File: config.mk
export PLATFORM = sky130hd
export DESIGN_NAME = prefix_bit_unit
export DESIGN_NICKNAME = d
export VERILOG_FILES = /design/src/rtl/pbu_pkg.sv /design/src/rtl/pbu_decode.sv /design/src/rtl/pbu_shift.sv /design/src/rtl/pbu_bitop.sv /design/src/rtl/prefix_bit_unit.sv
export SDC_FILE = /design/constraint.sdc
export NUM_CORES = 1
export LEC_CHECK = 0
export BUFFER_PORTS_ARGS = -buffer_cell sky130_fd_sc_hd__buf_4
export CORE_ASPECT_RATIO = 0.8
export CORE_MARGIN = 2
export CORE_UTILIZATION = 58
export DETAILED_ROUTE_END_ITERATION = 8
export PLACE_DENSITY = 0.85
export RECOVER_POWER = 100
export SLEW_MARGIN = 20
export SYNTH_ARGS = -nofsm -noshare
export SYNTH_HDL_FRONTEND = slang
export SYNTH_HIERARCHICAL = 1
export SYNTH_SLANG_ARGS = --single-unit
File: constraint.sdc
create_clock -name clk -period 1.7 [get_ports clk]
set_clock_uncertainty 0.1 [all_clocks]
set_input_delay 0.17 -clock clk [delete_from_list [all_inputs] [get_ports clk]]
set_output_delay 0.17 -clock clk [all_outputs]
set_load 0.005 [all_outputs]
File: src/rtl/pbu_pkg.sv
package pbu_pkg;
  localparam int BYTE_W = 8;
  localparam int IDX_W  = $clog2(BYTE_W);

  typedef enum logic [3:0] {
    K_ROL_C  = 4'd0,
    K_ROR_C  = 4'd1,
    K_ROL_T  = 4'd2,
    K_ROR_T  = 4'd3,
    K_SHL_0  = 4'd4,
    K_SHR_S  = 4'd5,
    K_SHL_1  = 4'd6,
    K_SHR_0  = 4'd7,
    K_TEST   = 4'd8,
    K_CLEAR  = 4'd9,
    K_SETB   = 4'd10
  } kind_e;

  typedef struct packed {
    kind_e              kind;
    logic [IDX_W-1:0]   idx;
    logic [2:0]         tag;
  } dec_t;

  function automatic logic even_parity(input logic [BYTE_W-1:0] v);
    return ~(^v);
  endfunction

  // returns {carry_out, result}
  function automatic logic [BYTE_W:0] rotshift(input kind_e k,
                                               input logic [BYTE_W-1:0] v,
                                               input logic cin);
    logic [BYTE_W-1:0] r;
    logic              c;
    r = v;
    c = cin;
    case (k)
      K_ROL_C: begin r = {v[BYTE_W-2:0], v[BYTE_W-1]}; c = v[BYTE_W-1]; end
      K_ROR_C: begin r = {v[0], v[BYTE_W-1:1]};        c = v[0];        end
      K_ROL_T: begin r = {v[BYTE_W-2:0], cin};         c = v[BYTE_W-1]; end
      K_ROR_T: begin r = {cin, v[BYTE_W-1:1]};         c = v[0];        end
      K_SHL_0: begin r = {v[BYTE_W-2:0], 1'b0};        c = v[BYTE_W-1]; end
      K_SHR_S: begin r = {v[BYTE_W-1], v[BYTE_W-1:1]}; c = v[0];        end
      K_SHL_1: begin r = {v[BYTE_W-2:0], 1'b1};        c = v[BYTE_W-1]; end
      K_SHR_0: begin r = {1'b0, v[BYTE_W-1:1]};        c = v[0];        end
      default: begin r = v;                            c = cin;         end
    endcase
    return {c, r};
  endfunction
endpackage

File: src/rtl/pbu_decode.sv
module pbu_decode
  import pbu_pkg::*;
(
  input  logic [BYTE_W-1:0] op_i,
  output dec_t              dec_o
);
  logic [1:0] cls;
  assign cls = op_i[7:6];

  always_comb begin
    dec_o.idx = op_i[5:3];
    dec_o.tag = op_i[2:0];
    case (cls)
      2'b00:   dec_o.kind = kind_e'({1'b0, op_i[5:3]});
      2'b01:   dec_o.kind = K_TEST;
      2'b10:   dec_o.kind = K_CLEAR;
      default: dec_o.kind = K_SETB;
    endcase
  end
endmodule

File: src/rtl/pbu_shift.sv
module pbu_shift
  import pbu_pkg::*;
(
  input  kind_e             kind_i,
  input  logic [BYTE_W-1:0] val_i,
  input  logic              cin_i,
  output logic [BYTE_W-1:0] res_o,
  output logic              cout_o
);
  logic [BYTE_W:0] packed_out;
  assign packed_out = rotshift(kind_i, val_i, cin_i);
  assign res_o  = packed_out[BYTE_W-1:0];
  assign cout_o = packed_out[BYTE_W];
endmodule

File: src/rtl/pbu_bitop.sv
module pbu_bitop
  import pbu_pkg::*;
(
  input  kind_e             kind_i,
  input  logic [IDX_W-1:0]  idx_i,
  input  logic [BYTE_W-1:0] val_i,
  output logic [BYTE_W-1:0] res_o
);
  logic [BYTE_W-1:0] mask;

  for (genvar i = 0; i < BYTE_W; i++) begin : g_mask
    assign mask[i] = (idx_i == IDX_W'(i));
  end

  always_comb begin
    case (kind_i)
      K_TEST:  res_o = val_i & mask;
      K_CLEAR: res_o = val_i & ~mask;
      K_SETB:  res_o = val_i | mask;
      default: res_o = val_i;
    endcase
  end
endmodule

File: src/rtl/prefix_bit_unit.sv
module prefix_bit_unit
  import pbu_pkg::*;
(
  input  logic       clk,
  input  logic       rst_n,
  input  logic       start_i,
  input  logic [7:0] op_i,
  input  logic [7:0] operand_i,
  input  logic       carry_i,
  output logic [7:0] result_o,
  output logic       wr_en_o,
  output logic       carry_o,
  output logic       zero_o,
  output logic       sign_o,
  output logic       parity_o,
  output logic [2:0] dest_o,
  output logic       done_o
);
  dec_t              dec;
  logic [BYTE_W-1:0] sh_res, bit_res, nxt_res;
  logic              sh_cout, nxt_carry, nxt_wr, is_bitclass;

  pbu_decode u_dec (.op_i(op_i), .dec_o(dec));

  pbu_shift u_sh (
    .kind_i(dec.kind), .val_i(operand_i), .cin_i(carry_i),
    .res_o(sh_res), .cout_o(sh_cout)
  );

  pbu_bitop u_bit (
    .kind_i(dec.kind), .idx_i(dec.idx), .val_i(operand_i), .res_o(bit_res)
  );

  assign is_bitclass = (dec.kind == K_TEST) || (dec.kind == K_CLEAR) ||
                       (dec.kind == K_SETB);
  assign nxt_res   = is_bitclass ? bit_res : sh_res;
  assign nxt_carry = is_bitclass ? carry_i : sh_cout;
  assign nxt_wr    = (dec.kind != K_TEST);

  always_ff @(posedge clk or negedge rst_n) begin
    if (!rst_n) begin
      result_o <= '0;
      wr_en_o  <= 1'b0;
      carry_o  <= 1'b0;
      zero_o   <= 1'b0;
      sign_o   <= 1'b0;
      parity_o <= 1'b0;
      dest_o   <= '0;
      done_o   <= 1'b0;
    end else begin
      done_o  <= start_i;
      wr_en_o <= start_i & nxt_wr;
      if (start_i) begin
        result_o <= nxt_res;
        carry_o  <= nxt_carry;
        zero_o   <= (nxt_res == '0);
        sign_o   <= nxt_res[BYTE_W-1];
        parity_o <= even_parity(nxt_res);
        dest_o   <= dec.tag;
      end
    end
  end

  // a done pulse follows every start
  p_done_follows_r2: assert property (@(posedge clk) disable iff (!rst_n)
    start_i |=> done_o);
  // no done without start
  p_no_spurious_done_r2: assert property (@(posedge clk) disable iff (!rst_n)
    !start_i |=> !done_o);
  // idle keeps result, no write-back
  p_hold_idle_r11: assert property (@(posedge clk) disable iff (!rst_n)
    !start_i |=> ($stable(result_o) && $stable(carry_o) && !wr_en_o));
  // bit test never writes back
  p_test_no_write_r7: assert property (@(posedge clk) disable iff (!rst_n)
    (start_i && op_i[7:6] == 2'b01) |=> !wr_en_o);
  // bit clear/set keep carry
  p_carry_kept_r8: assert property (@(posedge clk) disable iff (!rst_n)
    (start_i && op_i[7]) |=> (carry_o == $past(carry_i) && wr_en_o));
  // destination tag comes from the register field
  p_dest_tag_r10: assert property (@(posedge clk) disable iff (!rst_n)
    start_i |=> dest_o == $past(op_i[2:0]));
  // zero and sign agree with the presented result
  p_flags_match_r9: assert property (@(posedge clk) disable iff (!rst_n)
    done_o |-> (zero_o == (result_o == 8'd0)) && (sign_o == result_o[7]));
  // through-carry left rotate feeds bit 0 from the old carry
  p_rl_fill_r4: assert property (@(posedge clk) disable iff (!rst_n)
    (start_i && op_i[7:3] == 5'b00010) |=> result_o[0] == $past(carry_i));
endmodule

==> metrics, run 1 <==
TritonCTS Buffers=3; ant diodes=0; Via Count=1,982; Avg Cell Area, Syn=8.22 um^2; chip width=62.9 um; Setup Total Neg Slack=-1.12 ns; CP Launch Point=op_i[7]; synth cell count leaders=19 x nand2_1, 16 x dfrtp_1, 15 x nor2_1, 14 x nand3_1; final setup vio count=4; total track usage=0.380; hold path startpoint=op_i[0]; placed cell areas=0.00216 mm^2; Tmin final=2.42 ns; Synth async-reset ratio=1.00; Mapped Area=0.00161 mm^2; # DRC=0; post-synthesis net count=220; die footprint=0.00322 mm^2; vias in the first global route=1,910; Final WS setup=-0.721 ns; GRT overflow=0; reg-to-reg slack, setup=0.74 ns; Top FF cell, synth=dfrtp_1; failing checks=setup timing; initial antenna violation count=0; YS warnings=6; fin crit share=1.42; RR Startpoint=result_o[6]; gpl congestion=0.876; Final nets=288; slowest cell delay on critical path=0.27 ns; power density over the cells=686 mW/mm^2; Hold Path Depth=2; Ports=37; Max Slew Vio Count=0; Yosys reg bits=16; via/cell ratio=6.61; hold_ws=0.0209 ns; RSZ-0062 raised after global routing=yes; Synth cell types=38; Seq/Total Area, Yosys=0.248; max_cap viols=0; Arr. time, crit path=2.50 ns; most area-hungry cell type in the Yosys netlist=dfrtp_1; Initial Util=0.597; post-route ant nets=0; Cell Rows=17; cells along the critical path=buf_6 -> or2_4 -> nor2_2 -> nor4bb_4 -> buf_6 -> a221oi_4 -> o211ai_1 -> nand3_1 -> and2_4 -> ha_4 -> xnor2_4 -> xnor2_2 -> mux2_4; Clk Latency, worst-skew pair=0.28 ns; placed cell count=293; final hold viol count=0; cells on worst reg2reg path=2; Worst Tran Pin Value=0.343 ns; Max Buffers Root-to-Sink=2; Avg WL per Cell=21.9 um; H-tree depth=1; Crit path top cell by count=buf_6; WP data required=1.78 ns; post-synth top area share=0.248; dpl hpwl=3620 um; largest net degree at the start of global routing=26; DRT Wirelength=6560 um; floorplan core area=0.00270 mm^2; Slowest-stage cell, CP=or2_4; drt initial violations=244; dominant cells by area after synthesis=dfrtp_1 25%, mux2i_1 5.6%, o21ai_2 5.4%, nand2_1 4.4%, nand3_1 4.3%; Final Instance Area=0.00244 mm^2; HP Class=input port to register; crit end category=register; share of cells above drive strength 1=0.508; Setup Crit Path Kind=input port to register; VDD IR max=0.000564 V; clock transition at the registers of the reported paths=0.08 ns; Syn-to-layout area delta=51.6%; port bufs=36; first-pass GRT wire length=9190 um; status=finished with violations; Startpoint Class=input port; crit-path max FO=8; cell count after synthesis=196; # clock sinks=16; drt first pass iters=5; Root Driver=clkbuf_4; post-route insts no fill=300; die height=51.1 um; Worst slew margin=0.770; Leakage Power=1.06 nW; number of flops mapped to enable cells by yosys=0; Max Clock Freq=0.413 GHz; top-count cell post-synth=nand2_1; CTS tree=yes
==> placed cells by master (no fill, tap or decap), drive strengths merged, types with 4 or more instances in the layout <==
cell    Yosys  final
o21ai      25     25
nand2      19     19
nand3b      6      6
nand4b      7      7
buf        21     83
dfrtp      16     16
mux2        4      4
nand2b      4      4
nand4       4      4
nand3      14     14
nor2       15     15
ha          4      4
mux2i       9      9
and2       10     10
a31oi       9      9
==> final cells by class <==
| type | count | area, um^2 |
|---|---|---|
| Sequential cell | 16 | 400 |
| Tap cell | 38 | 47.5 |
| Multi-Input combinational cell | 156 | 1280 |
| Fill cell | 104 | 259 |
| Inverter | 3 | 11.3 |
| Timing Repair Buffer | 84 | 684 |
| Clock buffer | 3 | 22.5 |
==> timing repair <==
action | CTS | global route
setup endpoints to repair | 2 | 10
pin swaps | 2 | 17
buffers inserted | 7 | 4
hold buffers | 1 | 0
endpoints found under the hold margin | 16 | 0
gates resized for setup | 8 | 30
==> registers in the layout, indices dropped and copies added (netlist names) <==
signal and cells:
dest_o 3, done_o 1, parity_o 1, zero_o 1, carry_o 1, result_o 8
wr_en_o 1
==> kinds of logic (layout without fill, tap and decap cells) <==
family,Yosys count,after routing,synth area share
compound gates,44,44,0.186
xor+xnor,3,3,0.0163
fa+ha+maj,4,4,0.0311
buf+inv,24,90,0.102
flops,16,16,0.248
mux,13,13,0.0862
simple gates,92,92,0.330
==> worst max-delay path: cells and delay by family <==
kind / cells / cell delay, ns
AOI/OAI and AO/OA: 2 / 0.41
buffers and inverters: 2 / 0.25
xor gates and xnor gates: 2 / 0.29
and+or+nand+nor: 5 / 0.91
adders and majority gates: 1 / 0.21
muxes: 1 / 0.26
==> per-layer routing <==
metal / track usage / wire length (um)
met1: 0.400 / 2460
met2: 0.656 / 3070
met3: 0.117 / 531
met4: 0.270 / 495
met5: 0 / 0
==> final timing paths <==
path,endpoint
max,parity_o
min,dest_o[0]
max reg2reg,result_o[6]
min reg2reg,dest_o[0]
max in group asynchronous,result_o[6]
min in group asynchronous,zero_o
==> per-stage QoR <==
step	setup WS (ns)	power (mW)	util
final	-0.721	1.68	0.904
after global routing	-0.828	1.75	0.904
after CTS	-0.654	1.45	0.843
after detailed placement	-0.989	1.18	0.799
after global placement	-0.892	1.14	0.799
after floorplan	-0.783	0.870	-
==> power breakdown <==
part / switching (mW) / internal, mW / total (mW)
clock: 0.112 / 0.0824 / 0.195
sequential: 0.0395 / 0.436 / 0.475
combinational: 0.458 / 0.548 / 1.01
Note: power is estimated with default switching activity, not from simulation.
==> run 2: changes to the inputs <==
--- a/config.mk
+++ b/config.mk
@@ -5,15 +5,14 @@
 export SDC_FILE = /design/constraint.sdc
 export NUM_CORES = 1
 export LEC_CHECK = 0
-export BUFFER_PORTS_ARGS = -buffer_cell sky130_fd_sc_hd__buf_4
+export BUFFER_PORTS_ARGS = -buffer_cell sky130_fd_sc_hd__buf_2
 export CORE_ASPECT_RATIO = 0.8
 export CORE_MARGIN = 2
-export CORE_UTILIZATION = 58
+export CORE_UTILIZATION = 55
 export DETAILED_ROUTE_END_ITERATION = 8
-export PLACE_DENSITY = 0.85
+export PLACE_DENSITY = 0.84
 export RECOVER_POWER = 100
 export SLEW_MARGIN = 20
 export SYNTH_ARGS = -nofsm -noshare
 export SYNTH_HDL_FRONTEND = slang
-export SYNTH_HIERARCHICAL = 1
 export SYNTH_SLANG_ARGS = --single-unit
==> run 2 against run 1 <==
Effect of this change:
- the run still ends with setup timing left
- power is 20% lower
- sequential power is 3% lower
- final area is 19% lower
- critical path type unchanged
- worst setup slack better by 0.16 ns
- wire length is 17% lower
- synthesized cell count is 29% lower
- first-iteration DRC count is 16% lower
- cell count is 18% lower
- register-to-register slack better by 0.10 ns
- global-route usage is 0.20 points lower
- largest power group unchanged
- sequential cell count stayed put
- clock power is 3% higher
==> metrics, run 2 <==
status=finished with violations (unchanged); failing checks=setup timing (unchanged); ant diodes=0 (unchanged); commonest non-fill, non-tap cell in the layout=buf_4 (unchanged); registers with the most flip-flops=result_o (8), dest_o (3) (unchanged); Seq/Total Area, Yosys=0.320 (was 0.248); post-route ant nets=0 (unchanged); most area-hungry cell type in the Yosys netlist=dfrtp_1 (unchanged); crit end category=register (unchanged); fin crit share=1.33 (was 1.42); Avg WL per Cell=22.1 um (was 21.9 um); pre-CTS WS=-0.791 ns (was -0.989 ns); Initial Util=0.580 (was 0.597); CP Launch Point=op_i[7] (unchanged); dpl hpwl=3090 um (was 3620 um); Ports=37 (unchanged); YS warnings=0 (was 6); die footprint=0.00268 mm^2 (was 0.00322 mm^2); # clock sinks=16 (unchanged); share of cells above drive strength 1=0.516 (was 0.508); Yosys reg bits=16 (unchanged); Max Buffers Root-to-Sink=2 (unchanged); Hold EP=done_o (was dest_o[0]); Root Driver=clkbuf_4 (unchanged); total track usage=0.378 (was 0.380); final setup vio count=4 (unchanged); post-route insts no fill=246 (was 300); dominant cells by area after synthesis=dfrtp_1 32%, mux2i_1 5.6%, ha_1 5.0%, nand2_1 4.8%, mux2_2 4.5% (was dfrtp_1 25%, mux2i_1 5.6%, o21ai_2 5.4%, nand2_1 4.4%, nand3_1 4.3%); most frequent cells in the layout=47 x buf_4, 34 x buf_2, 16 x nand2_1, 16 x dfrtp_1 (was 74 x buf_4, 18 x nand2_1, 16 x dfrtp_1, 13 x nor2_1); final hold viol count=0 (unchanged); GRT overflow=0 (unchanged); Largest register FFs=8 (unchanged); initial antenna violation count=0 (unchanged); drt first pass iters=7 (was 5); crit-path max FO=6 (was 8); HP Class=input port to register (unchanged); Tmin final=2.26 ns (was 2.42 ns); cell count after synthesis=139 (was 196); Final Instance Area=0.00197 mm^2 (was 0.00244 mm^2); Final WS setup=-0.564 ns (was -0.721 ns); Max Slew Vio Count=0 (unchanged); Sw Ratio=0.345 (was 0.364); P_sw=0.463 mW (was 0.610 mW); Startpoint Class=input port (unchanged); Seq pwr share=0.344 (was 0.284); power density over the cells=681 mW/mm^2 (was 686 mW/mm^2); drt initial violations=205 (was 244); hold path startpoint=start_i (was op_i[0]); RR Startpoint=parity_o (was result_o[6]); Worst slew margin=0.615 (was 0.770); WP data required=1.77 ns (was 1.78 ns); die height=46.7 um (was 51.1 um); placed cell areas=0.00175 mm^2 (was 0.00216 mm^2); Top FF cell, synth=dfrtp_1 (unchanged); H-tree depth=1 (unchanged); vias in the first global route=1,475 (was 1,910); placed cell count=229 (was 293); synth cell count leaders=16 x dfrtp_1, 16 x nand2_1, 8 x o21ai_0, 7 x mux2i_1 (was 19 x nand2_1, 16 x dfrtp_1, 15 x nor2_1, 14 x nand3_1); Leakage Power=0.997 nW (was 1.06 nW); clock transition at the registers of the reported paths=0.10 ns (was 0.08 ns); Worst Tran Pin Value=0.577 ns (was 0.343 ns); Via Count=1,620 (was 1,982); Mapped Area=0.00125 mm^2 (was 0.00161 mm^2); Clock Power Share=0.149 (was 0.116); reg-to-reg slack, setup=0.84 ns (was 0.74 ns); chip width=57.4 um (was 62.9 um); Cell Rows=15 (was 17); max_cap viols=0 (unchanged); Max Clock Freq=0.442 GHz (was 0.413 GHz); hold_ws=0.0235 ns (was 0.0209 ns); CTS tree=yes (unchanged); via/cell ratio=6.59 (was 6.61); number of flops mapped to enable cells by yosys=0 (unchanged); Avg Cell Area, Syn=9.01 um^2 (was 8.22 um^2); post-synthesis net count=164 (was 220); Critical R2R Capture=parity_o (was result_o[6]); Setup Total Neg Slack=-1.39 ns (was -1.12 ns); Setup Crit Path Kind=input port to register (unchanged); Arr. time, crit path=2.34 ns (was 2.50 ns); port bufs=36 (unchanged); Hold Path Depth=1 (was 2); RSZ-0062 raised after global routing=yes (unchanged); Synth async-reset ratio=1.00 (unchanged); largest net degree at the start of global routing=20 (was 26); VDD IR max=0.000831 V (was 0.000564 V); # DRC=0 (unchanged); Int Power=0.880 mW (was 1.07 mW); cells on worst reg2reg path=1 (was 2); Clk Latency, worst-skew pair=0.29 ns (was 0.28 ns); Synth cell types=44 (was 38); floorplan core area=0.00216 mm^2 (was 0.00270 mm^2); Syn-to-layout area delta=57.4% (was 51.6%); DRT Wirelength=5430 um (was 6560 um); Logic pwr share=0.508 (was 0.600); first-pass GRT wire length=7290 um (was 9190 um); largest reg by FF count=result_o (unchanged); Final nets=248 (was 288); post-synth top area share=0.320 (was 0.248); gpl congestion=0.954 (was 0.876); TritonCTS Buffers=3 (unchanged)
[run 2: worst max path at each step]
stage,end,slack (ns),cells past startpoint
2_1_floorplan,parity_o,-0.51,10
3_3_place_gp,parity_o,-0.76,11
3_5_place_dp,parity_o,-0.79,12
4_1_cts,parity_o,-0.44,12
5_1_grt,parity_o,-0.60,10
6_report,parity_o,-0.56,10
[run 2: metrics by stage]
step | utilization | total power, mW
after detailed placement | 0.812 | 1.01
final | 0.914 | 1.34
after global routing | 0.914 | 1.40
after floorplan | - | 0.765
after global placement | 0.812 | 0.984
after CTS | 0.872 | 1.25
[run 2: cell families (layout without fill, tap and decap cells)]
| group | count (synthesis) | count (layout) | share of synthesized area |
|---|---|---|---|
| flops | 16 | 16 | 0.320 |
| compound gates | 49 | 49 | 0.275 |
| mux | 12 | 12 | 0.101 |
| simple gates | 38 | 38 | 0.170 |
| fa+ha+maj | 6 | 6 | 0.0579 |
| xor+xnor | 3 | 3 | 0.0210 |
| buf+inv | 15 | 97 | 0.0559 |
[run 2: repair_timing]
item                                   4_1_cts  5_1_grt
cloned                                       0        0
setup endpoints to repair                    2        4
endpoints found under the hold margin       16        0
pin swaps                                    1        2
setup buffers                                9        4
hold buffers                                 1        0
resized for setup                            8       11
[run 2: final cells by class]
| cell class | count | area (um^2) |
|---|---|---|
| Multi-Input combinational cell | 108 | 860 |
| Clock buffer | 3 | 22.5 |
| Sequential cell | 16 | 400 |
| Inverter | 5 | 33.8 |
| Timing Repair Buffer | 89 | 624 |
| Fill cell | 92 | 186 |
| Tap cell | 25 | 31.3 |
[run 2: power by group through the flow]
stage          clock network [mW]  logic, mW  registers, mW
2_1_floorplan                   0      0.295          0.471
6_report                    0.200      0.682          0.461
4_1_cts                     0.200      0.586          0.460
3_5_place_dp                    0      0.540          0.467
5_1_grt                     0.214      0.717          0.465
3_3_place_gp                    0      0.521          0.463
[run 2: layer usage]
metal	wire (um)	global-route usage	up-vias
met5	0	0	-
met4	386	0.163	0
met3	620	0.110	43
met2	2420	0.652	150
met1	2000	0.446	746
li1	-	-	681
[run 2: worst max-delay path: stages]
cell	delay [ns]
buf_8	0.11
buf_4	0.16
nor2b_4	0.16
nor4_2	0.43
a21oi_1	0.18
o32a_1	0.38
ha_4	0.24
xnor2_2	0.13
xnor2_1	0.13
mux2_4	0.26
==> run 3: changes to the inputs <==
--- a/config.mk
+++ b/config.mk
@@ -5,12 +5,13 @@
 export SDC_FILE = /design/constraint.sdc
 export NUM_CORES = 1
 export LEC_CHECK = 0
+export ABC_AREA = 0
 export BUFFER_PORTS_ARGS = -buffer_cell sky130_fd_sc_hd__buf_2
 export CORE_ASPECT_RATIO = 0.8
 export CORE_MARGIN = 2
 export CORE_UTILIZATION = 55
 export DETAILED_ROUTE_END_ITERATION = 8
-export PLACE_DENSITY = 0.84
+export PLACE_DENSITY = 0.9
 export RECOVER_POWER = 100
 export SLEW_MARGIN = 20
 export SYNTH_ARGS = -nofsm -noshare
==> run 3 against run 2 <==
Effect of this change:
- worst setup slack got worse by 0.014 ns
- die area did not move
- power rose by 6.4%
- first-iteration DRC count rose by 22%
- cell count fell by 0.41%
- critical endpoint unchanged
- count of clock-buffer cells in the layout did not move
- the flow still finishes with violations (setup timing)
- sequential cell count did not move
- via count rose by 5.1%
- critical path depth rose by 2
- wire length rose by 11%
==> metrics, run 3 (synthesis results as in run 2) <==
status=finished with violations (unchanged); failing checks=setup timing (unchanged); # clock sinks=16 (unchanged); vias in the first global route=1,499 (was 1,475); Final WS setup=-0.579 ns (was -0.564 ns); Cell Rows=15 (unchanged); placed cell count=231 (was 229); HP Class=input port to register (unchanged); TritonCTS Buffers=3 (unchanged); H-tree depth=1 (unchanged); final setup vio count=5 (was 4); clock transition at the registers of the reported paths=0.11 ns (was 0.10 ns); Max Buffers Root-to-Sink=2 (unchanged); Avg WL per Cell=24.7 um (was 22.1 um); power density over the cells=708 mW/mm^2 (was 681 mW/mm^2); Ports=37 (unchanged); reg-to-reg slack, setup=0.78 ns (was 0.84 ns); Critical R2R Capture=parity_o (unchanged); first-pass GRT wire length=7640 um (was 7290 um); Arr. time, crit path=2.38 ns (was 2.34 ns); P_sw=0.537 mW (was 0.463 mW); dpl hpwl=3370 um (was 3090 um); Initial Util=0.580 (unchanged); Int Power=0.892 mW (was 0.880 mW); drt initial violations=250 (was 205); final hold viol count=0 (unchanged); # DRC=0 (unchanged); GRT overflow=0 (unchanged); post-route ant nets=0 (unchanged); commonest non-fill, non-tap cell in the layout=buf_4 (unchanged); ant diodes=0 (unchanged); Hold Path Depth=2 (was 1); hold path startpoint=op_i[1] (was start_i); Worst slew margin=0.392 (was 0.615); VDD IR max=0.000942 V (was 0.000831 V); Final nets=247 (was 248); Clock Power Share=0.161 (was 0.149); post-route insts no fill=245 (was 246); Worst Tran Pin Value=0.911 ns (was 0.577 ns); gpl congestion=1.08 (was 0.954); crit end category=register (unchanged); total track usage=0.407 (was 0.378); Clk Latency, worst-skew pair=0.31 ns (was 0.29 ns); via/cell ratio=6.95 (was 6.59); Logic pwr share=0.509 (was 0.508); Setup Total Neg Slack=-0.940 ns (was -1.39 ns); crit-path max FO=4 (was 6); cells on worst reg2reg path=1 (unchanged); Startpoint Class=input port (unchanged); CTS tree=yes (unchanged); largest reg by FF count=result_o (unchanged); Sw Ratio=0.376 (was 0.345); Largest register FFs=8 (unchanged); chip width=57.4 um (unchanged); DRT Wirelength=6050 um (was 5430 um); RR Startpoint=parity_o (unchanged); most frequent cells in the layout=49 x buf_4, 33 x buf_2, 16 x dfrtp_1, 15 x nand2_1 (was 47 x buf_4, 34 x buf_2, 16 x nand2_1, 16 x dfrtp_1); number of fillers in the final layout=78 (was 92); WP data required=1.80 ns (was 1.77 ns); Max Clock Freq=0.439 GHz (was 0.442 GHz); initial antenna violation count=0 (unchanged); RSZ-0062 raised after global routing=yes (unchanged); Via Count=1,702 (was 1,620); largest net degree at the start of global routing=18 (was 20); Tmin final=2.28 ns (was 2.26 ns); Root Driver=clkbuf_4 (unchanged); floorplan core area=0.00216 mm^2 (unchanged); max_cap viols=0 (unchanged); Hold EP=dest_o[1] (was done_o); Leakage Power=0.991 nW (was 0.997 nW); Setup Crit Path Kind=input port to register (unchanged); fin crit share=1.34 (was 1.33); die footprint=0.00268 mm^2 (unchanged); share of cells above drive strength 1=0.532 (was 0.516); Syn-to-layout area delta=61.1% (was 57.4%); Max Slew Vio Count=0 (unchanged); die height=46.7 um (unchanged); registers with the most flip-flops=result_o (8), dest_o (3) (unchanged); drt first pass iters=8 (was 7); Seq pwr share=0.330 (was 0.344); port bufs=36 (unchanged)
## run 3: what timing repair did
item / CTS / global route
hold buffers: 2 / 0
hold endpoints to repair: 17 / 0
gates resized for setup: 17 / 6
buffers inserted: 5 / 4
pin swaps: 5 / 12
setup endpoints to repair: 2 / 2
## run 3: how the worst max path moves through the flow
stage,depth (start not counted),endpoint,startpoint
3_3_place_gp,12,parity_o,op_i[6]
3_5_place_dp,11,parity_o,op_i[6]
4_1_cts,12,parity_o,op_i[7]
2_1_floorplan,10,parity_o,op_i[6]
5_1_grt,12,parity_o,op_i[6]
6_report,12,parity_o,op_i[6]
## run 3: worst max-delay path: stages
cell      delay [ns]
buf_12          0.09
inv_8           0.03
ha_4            0.15
buf_4           0.14
nand3b_1        0.23
a21oi_1         0.15
o21ai_0         0.36
a22o_1          0.28
ha_4            0.22
xnor2_2         0.14
xnor2_1         0.14
mux2_4          0.26
## run 3: power by group through the flow
stage / Sequential [mW] / Combinational, mW / Clock [mW]
global route: 0.471 / 0.754 / 0.230
global placement: 0.462 / 0.519 / 0
CTS: 0.463 / 0.634 / 0.218
finish: 0.471 / 0.727 / 0.231
floorplan: 0.471 / 0.295 / 0
detailed placement: 0.468 / 0.559 / 0
## run 3: stage by stage
| step | cell area [um^2] | hold slack [ns] | util | worst slack [ns] | power (mW) |
|---|---|---|---|---|---|
| 3_5_place_dp | 1770 | 0.00562 | 0.819 | -0.861 | 1.03 |
| 2_1_floorplan | 1300 | -0.226 | - | -0.508 | 0.765 |
| 4_1_cts | 1950 | 0.00569 | 0.904 | -0.412 | 1.31 |
| 5_1_grt | 2020 | 0.00283 | 0.935 | -0.565 | 1.46 |
| 3_3_place_gp | 1770 | -0.0180 | 0.819 | -0.717 | 0.982 |
| 6_report | 2020 | 0.00284 | 0.935 | -0.579 | 1.43 |
## run 3: per-layer routing
layer | GRT usage | up-vias | routed length, um
met5 | 0 | - | 0
met4 | 0.223 | 0 | 534
met3 | 0.121 | 66 | 862
met2 | 0.666 | 192 | 2620
met1 | 0.489 | 769 | 2030
li1 | - | 675 | -
## run 3: layout make-up
cell class                      count  area, um^2  share of cell area
Tap cell                           25        31.3              0.0155
Inverter                            5        33.8              0.0167
Timing Repair Buffer               88         603               0.299
Multi-Input combinational cell    108         927               0.459
Clock buffer                        3        22.5              0.0112
Sequential cell                    16         400               0.198
